File: src/rtl/xwd_pkg.sv
package xwd_pkg;

  localparam int DATA_W   = 8;
  localparam int CTRL_W   = 4;
  localparam int OFS_CTRL = 0;
  localparam int OFS_SVC  = 1;

  // Control field layout, bit 3 down to bit 0.
  typedef struct packed {
    logic irq_en;
    logic pin_en;
    logic pin_pol;
    logic mod_en;
  } ctrl_t;

  typedef enum logic {
    SVC_IDLE,
    SVC_ARMED
  } svc_st_e;

endpackage

File: src/rtl/xwd_ctrl_reg.sv
module xwd_ctrl_reg
  import xwd_pkg::*;
(
  input  logic              clk,
  input  logic              rst,
  input  logic              wr_en,
  input  logic [CTRL_W-1:0] wdata,
  output ctrl_t             ctrl,
  output logic              en_start
);

  logic  locked_q;
  ctrl_t wr_fields;

  assign wr_fields = ctrl_t'(wdata);
  // Pulse on the single write that turns the monitor on.
  assign en_start  = wr_en && !locked_q && wr_fields.mod_en;

  always_ff @(posedge clk) begin
    if (rst) begin
      ctrl     <= '0;
      locked_q <= 1'b0;
    end else if (wr_en) begin
      ctrl.irq_en <= wr_fields.irq_en;
      if (!locked_q) begin
        locked_q     <= 1'b1;
        ctrl.pin_en  <= wr_fields.pin_en;
        ctrl.pin_pol <= wr_fields.pin_pol;
        ctrl.mod_en  <= wr_fields.mod_en;
      end
    end
  end

endmodule

File: src/rtl/xwd_pin_sync.sv
module xwd_pin_sync #(
  parameter int STAGES = 2
) (
  input  logic clk,
  input  logic d,
  output logic q
);

  // No reset: the chain keeps sampling while rst is held, so it is
  // filled with the real pin level by the time reset is released.
  generate
    if (STAGES <= 1) begin : g_single
      logic s_q;
      always_ff @(posedge clk) s_q <= d;
      assign q = s_q;
    end else begin : g_chain
      logic [STAGES-1:0] s_q;
      always_ff @(posedge clk) s_q <= {s_q[STAGES-2:0], d};
      assign q = s_q[STAGES-1];
    end
  endgenerate

endmodule

File: src/rtl/xwd_service.sv
module xwd_service
  import xwd_pkg::*;
#(
  parameter int          SVC_WIN    = 256,
  parameter logic [7:0]  KEY_FIRST  = 8'hB4,
  parameter logic [7:0]  KEY_SECOND = 8'h2C
) (
  input  logic              clk,
  input  logic              rst,
  input  logic              en,
  input  logic              wr_svc,
  input  logic [DATA_W-1:0] wdata,
  output logic              svc_ok,
  output logic              svc_bad
);

  localparam int WIN_W = $clog2(SVC_WIN + 1);

  svc_st_e          st_q;
  logic [WIN_W-1:0] win_q;

  always_ff @(posedge clk) begin
    if (rst || !en) begin
      st_q  <= SVC_IDLE;
      win_q <= '0;
    end else begin
      unique case (st_q)
        SVC_IDLE: begin
          if (wr_svc && (wdata == KEY_FIRST)) begin
            st_q  <= SVC_ARMED;
            win_q <= WIN_W'(1);
          end
        end
        SVC_ARMED: begin
          if (wr_svc) begin
            st_q <= SVC_IDLE;
          end else if (win_q == WIN_W'(SVC_WIN)) begin
            st_q <= SVC_IDLE;   // window closed, pending key dropped
          end else begin
            win_q <= win_q + WIN_W'(1);
          end
        end
        default: st_q <= SVC_IDLE;
      endcase
    end
  end

  always_comb begin
    svc_ok  = 1'b0;
    svc_bad = 1'b0;
    if (en && wr_svc) begin
      if (st_q == SVC_ARMED) begin
        svc_ok  = (wdata == KEY_SECOND);
        svc_bad = (wdata != KEY_SECOND);
      end else begin
        svc_bad = (wdata != KEY_FIRST);
      end
    end
  end

endmodule

File: src/rtl/xwd_timer.sv
module xwd_timer #(
  parameter int TIMEOUT = 1024
) (
  input  logic clk,
  input  logic rst,
  input  logic en,
  input  logic en_start,
  input  logic svc_ok,
  input  logic svc_bad,
  input  logic pin_hit,
  output logic fail_q
);

  localparam int CNT_W = $clog2(TIMEOUT + 1);

  logic [CNT_W-1:0] cnt_q;
  logic             expire;

  assign expire = !svc_ok && (cnt_q == CNT_W'(TIMEOUT - 1));

  always_ff @(posedge clk) begin
    if (rst || en_start) begin
      cnt_q  <= '0;
      fail_q <= 1'b0;
    end else if (en) begin
      if (svc_ok) begin
        cnt_q <= '0;
      end else if (cnt_q != CNT_W'(TIMEOUT)) begin
        cnt_q <= cnt_q + CNT_W'(1);
      end
      // Set conditions win over the clearing service.
      if (svc_bad || pin_hit || expire) begin
        fail_q <= 1'b1;
      end else if (svc_ok) begin
        fail_q <= 1'b0;
      end
    end
  end

endmodule

File: src/rtl/xwd_monitor.sv
module xwd_monitor
  import xwd_pkg::*;
#(
  parameter int         ADDR_W      = 4,
  parameter int         SVC_WIN     = 256,
  parameter int         TIMEOUT     = 1024,
  parameter int         SYNC_STAGES = 2,
  parameter logic [7:0] KEY_FIRST   = 8'hB4,
  parameter logic [7:0] KEY_SECOND  = 8'h2C
) (
  input  logic              clk,
  input  logic              rst,
  input  logic [ADDR_W-1:0] bus_addr,
  input  logic              bus_wr,
  input  logic [7:0]        bus_wdata,
  output logic [7:0]        bus_rdata,
  input  logic              ext_in,
  output logic              fail_out,
  output logic              irq_out
);

  localparam int PAD_W = DATA_W - CTRL_W;

  logic  sel_ctrl;
  logic  sel_svc;
  ctrl_t ctrl_q;
  logic  en_start;
  logic  pin_s;
  logic  pin_hit;
  logic  svc_ok;
  logic  svc_bad;
  logic  fail_q;
  logic  irq_q;
  logic [DATA_W-1:0] rdata_q;

  assign sel_ctrl = (bus_addr == ADDR_W'(OFS_CTRL));
  assign sel_svc  = (bus_addr == ADDR_W'(OFS_SVC));

  xwd_ctrl_reg u_ctrl (
    .clk      (clk),
    .rst      (rst),
    .wr_en    (bus_wr && sel_ctrl),
    .wdata    (bus_wdata[CTRL_W-1:0]),
    .ctrl     (ctrl_q),
    .en_start (en_start)
  );

  xwd_pin_sync #(.STAGES(SYNC_STAGES)) u_sync (
    .clk (clk),
    .d   (ext_in),
    .q   (pin_s)
  );

  assign pin_hit = ctrl_q.pin_en && (pin_s ~^ ctrl_q.pin_pol);

  xwd_service #(
    .SVC_WIN    (SVC_WIN),
    .KEY_FIRST  (KEY_FIRST),
    .KEY_SECOND (KEY_SECOND)
  ) u_svc (
    .clk     (clk),
    .rst     (rst),
    .en      (ctrl_q.mod_en),
    .wr_svc  (bus_wr && sel_svc),
    .wdata   (bus_wdata),
    .svc_ok  (svc_ok),
    .svc_bad (svc_bad)
  );

  xwd_timer #(.TIMEOUT(TIMEOUT)) u_tmr (
    .clk      (clk),
    .rst      (rst),
    .en       (ctrl_q.mod_en),
    .en_start (en_start),
    .svc_ok   (svc_ok),
    .svc_bad  (svc_bad),
    .pin_hit  (pin_hit),
    .fail_q   (fail_q)
  );

  always_ff @(posedge clk) begin
    if (rst) begin
      rdata_q <= '0;
      irq_q   <= 1'b0;
    end else begin
      rdata_q <= sel_ctrl ? {{PAD_W{1'b0}}, ctrl_q} : '0;
      irq_q   <= fail_q && ctrl_q.irq_en;
    end
  end

  assign bus_rdata = rdata_q;
  assign fail_out  = fail_q;
  assign irq_out   = irq_q;

endmodule

File: config.mk
export PLATFORM = sky130hd
export DESIGN_NAME = xwd_monitor
export DESIGN_NICKNAME = d
export VERILOG_FILES = /design/src/rtl/xwd_pkg.sv /design/src/rtl/xwd_ctrl_reg.sv /design/src/rtl/xwd_pin_sync.sv /design/src/rtl/xwd_service.sv /design/src/rtl/xwd_timer.sv /design/src/rtl/xwd_monitor.sv
export SDC_FILE = /design/constraint.sdc
export NUM_CORES = 1
export LEC_CHECK = 0
export CAP_MARGIN = 5
export CORE_ASPECT_RATIO = 0.75
export CORE_MARGIN = 4
export CORE_UTILIZATION = 50
export DETAILED_ROUTE_END_ITERATION = 7
export GPL_TIMING_DRIVEN = 1
export PLACE_DENSITY_LB_ADDON = 0.05
export SYNTH_ARGS = -nofsm -noshare
export SYNTH_HDL_FRONTEND = slang
export SYNTH_SLANG_ARGS = --single-unit
File: constraint.sdc
create_clock -name clk -period 3.34 [get_ports clk]
set_input_delay 1.002 -clock clk [delete_from_list [all_inputs] [get_ports clk]]
set_output_delay 1.002 -clock clk [all_outputs]
set_load 0.01 [all_outputs]
==> results_dict.tcl <==
set metrics [dict create \
    row_count 17 \
    io_buffers 21 \
    syn_inst 182 \
    final-setup-viol-count 0 \
    drt-wirelength-per-cell_um 14.34 \
    grt_pass1_vias 1268 \
    cts_sinks 34 \
    slew_violations 0 \
    cts_hold_buf 0 \
    post-route-util 0.6437 \
    run_status "complete, no violations" \
    ys_types 39 \
    post-cts-setup-buffers 0 \
    crit_slowest_cell "clkdlybuf4s50_1" \
    cp_max_fo 12 \
    routed_wl_um 3527 \
    ys_top_cells_by_area "dfxtp_1 42%, xnor2_1 7.1%, nor2_1 6.1%, nand4_1 4.7%, ha_1 3.1%" \
    cp_cell_sequence "clkdlybuf4s50_1, nor4b_2, buf_4, nand4_1, nand2_1, nor2_1" \
    crit_type "in -> reg" \
    reg2reg_to "u_svc.win_q[0]$_SDFFE_PP0P_" \
    ys_seq_area_frac 0.4220 \
    grt.busiest_layer "met2" \
    whs_path_depth 0 \
    power.density_nw_per_um2 392.8 \
    synth_area_sq_um 1613 \
    ant_nets 0 \
    use_met3 0.05634 \
    fin_nets 227 \
    met1_usage 0.2428 \
    crit_end "u_svc.win_q[4]$_SDFFE_PP0P_" \
    worstRegToRegCells 6 \
    clk-insertion-delay-late_ns 0.29 \
    startpoint_type "input port" \
    drive_above_1_share 0.06731 \
    pre_cts_slack_ns 0.6069 \
    die_h_um 57.19 \
    rr_startpoint "u_svc.win_q[0]$_SDFFE_PP0P_" \
    maxCapViolations 0 \
    setup_slack_ns 0.8823 \
    die_x_um 73.58 \
    period_needed_ns 2.458 \
    cpPeakStageDelay_ns 0.50 \
    area_growth_pct 20.56 \
    cts_tree "built" \
    die_area_sq_um 4208 \
    dp_hpwl_um 2628 \
    grt_pass1_wl_um 5878 \
    tns_ns 0 \
    cts_buffers 5 \
    cts.htree.levels 2 \
    synth_top_area_cell "dfxtp_1" \
    hold_class "reg -> reg" \
    async_reset_ff_frac 0 \
    grt_usage 0.1835 \
    globalplace.congestion 0.8802 \
    root_buffer "clkbuf_8" \
    vias_per_cell 5.520 \
    clock-skew-final_ns 0.006058 \
    io_pins 26 \
    fin_crit_sh 0.7359 \
    start_util 0.5340 \
    antenna_found_initial 0 \
    clock_path_buffers 2 \
    yosys_register_bits 34 \
    clk_pin_slew_ns 0.06 \
    yosysTopAreaCellShare 0.4220 \
    r2r_setup_slack_ns 1.76 \
    fp.coreArea_sq_um 3020 \
    crit_start "bus_addr[1]" \
    drt-pass1-iter-count 4 \
    grt_max_degree 14 \
    synth_edf_count 0 \
    synth_flop_cell "dfxtp_1" \
    required_ns 3.51 \
    power.leakage_nw 0.6394 \
    cts_resized 0 \
    drcViolationCount 0 \
    max-vdd-ir-drop_mv 0.3196 \
    clock.fmax_ghz 0.4069 \
    grt.met2_usage 0.2753 \
    drtIter0Drc 117 \
    yosysWarnings 0 \
    end_kind "flop" \
    hold_viol 0 \
    vias 1358 \
    arrival_ns 2.63 \
    avgSynthCellArea_sq_um 8.862 \
    overflow 0 \
    n_antenna_cell 0 \
    rsz0062_at_grt "no" \
]
-- synthesized netlist by cell type, types with 4 or more instances --
master	count
nand4_1	12
buf_4	4
nand3_1	7
a21oi_1	4
mux2i_1	5
ha_1	4
nand2_1	12
a211oi_1	6
nor2_1	26
inv_1	7
nor3_1	6
dfxtp_1	34
xnor2_1	13
-- logic make-up (layout without fill, tap and decap cells) --
logic type / after synthesis / after routing / synth area share
and+or+nand+nor: 85 / 85 / 0.2878
other: 1 / 4 / 0.002325
xor gates and xnor gates: 16 / 16 / 0.08689
adders and majority gates: 4 / 4 / 0.03103
AOI/OAI and AO/OA: 20 / 20 / 0.08844
muxes: 5 / 5 / 0.03103
buffers and inverters: 17 / 40 / 0.05043
DFF: 34 / 34 / 0.4220
-- sequential cells by signal (all words and copies together), names as in the netlist --
register	cells
bus_rdata	4
u_svc.st_q	1
irq_out	1
u_sync.g_chain.s_q	2
u_svc.win_q	9
u_tmr.cnt_q	11
u_tmr.fail_q	1
u_ctrl.locked_q	1
u_ctrl.ctrl	4
-- final cells by class --
type                    instances  area, sq um
clock inverters                 1        5.005
clock buffers                   7        86.33
well taps                      38        47.55
fillers                       249         1076
inverters                       8        30.03
flip-flops and latches         34        680.7
multi-input cells             134        862.1
repair buffers                 24        232.7
-- power by group --
group	internal [mW]	switching, mW
Sequential	0.408	0.00195
Combinational	0.0242	0.0207
Clock	0.166	0.143
-- per-stage QoR --
stage	power (mW)	cell area, sq um	cells	hold slack, ns
after floorplan	0.4399	1624	185	0.3096
after global placement	0.4623	1853	238	0.3111
after detailed placement	0.4627	1853	238	0.3121
after CTS	0.7705	1944	246	0.3312
after global routing	0.7980	1944	246	0.3566
final	0.7637	1944	246	0.3324
-- routing by layer --
metal | wire length, um | share of wire
met1 | 1681 | 0.48
met2 | 1567 | 0.44
met3 | 226 | 0.064
met4 | 51 | 0.014
met5 | 0 | 0
-- worst min path at each step --
stage	startpoint	endpoint	slack (ns)
3_5_place_dp	u_sync.g_chain.s_q[0]$_DFF_P_	u_sync.g_chain.s_q[1]$_DFF_P_	0.31
3_3_place_gp	u_sync.g_chain.s_q[0]$_DFF_P_	u_sync.g_chain.s_q[1]$_DFF_P_	0.31
6_report	u_sync.g_chain.s_q[0]$_DFF_P_	u_sync.g_chain.s_q[1]$_DFF_P_	0.33
4_1_cts	u_sync.g_chain.s_q[0]$_DFF_P_	u_sync.g_chain.s_q[1]$_DFF_P_	0.33
2_1_floorplan	u_sync.g_chain.s_q[0]$_DFF_P_	u_sync.g_chain.s_q[1]$_DFF_P_	0.31
5_1_grt	u_sync.g_chain.s_q[0]$_DFF_P_	u_sync.g_chain.s_q[1]$_DFF_P_	0.36
-- worst max-delay path: cells and delay by family --
family                 cells  cell delay, ns
and+or+nand+nor            4            0.91
buffers and inverters      2            0.71
-- layout by cell type, fill, tap and decap left out, types with 3 or more instances in the layout --
cell and n:
conb_1 4, dfxtp_1 34, nand3_1 7, xnor2_1 13, nand4_1 12, nor2_1 26
buf_4 3, nor4b_1 3, nand2_1 12, and2_1 3, clkbuf_8 6, ha_1 4
xor2_1 3, clkdlybuf4s50_1 21, inv_1 7, a21oi_1 4, mux2i_1 5, nor3_1 6
a211oi_1 6, nor4_1 3
Note: power is estimated with default switching activity, not from simulation.
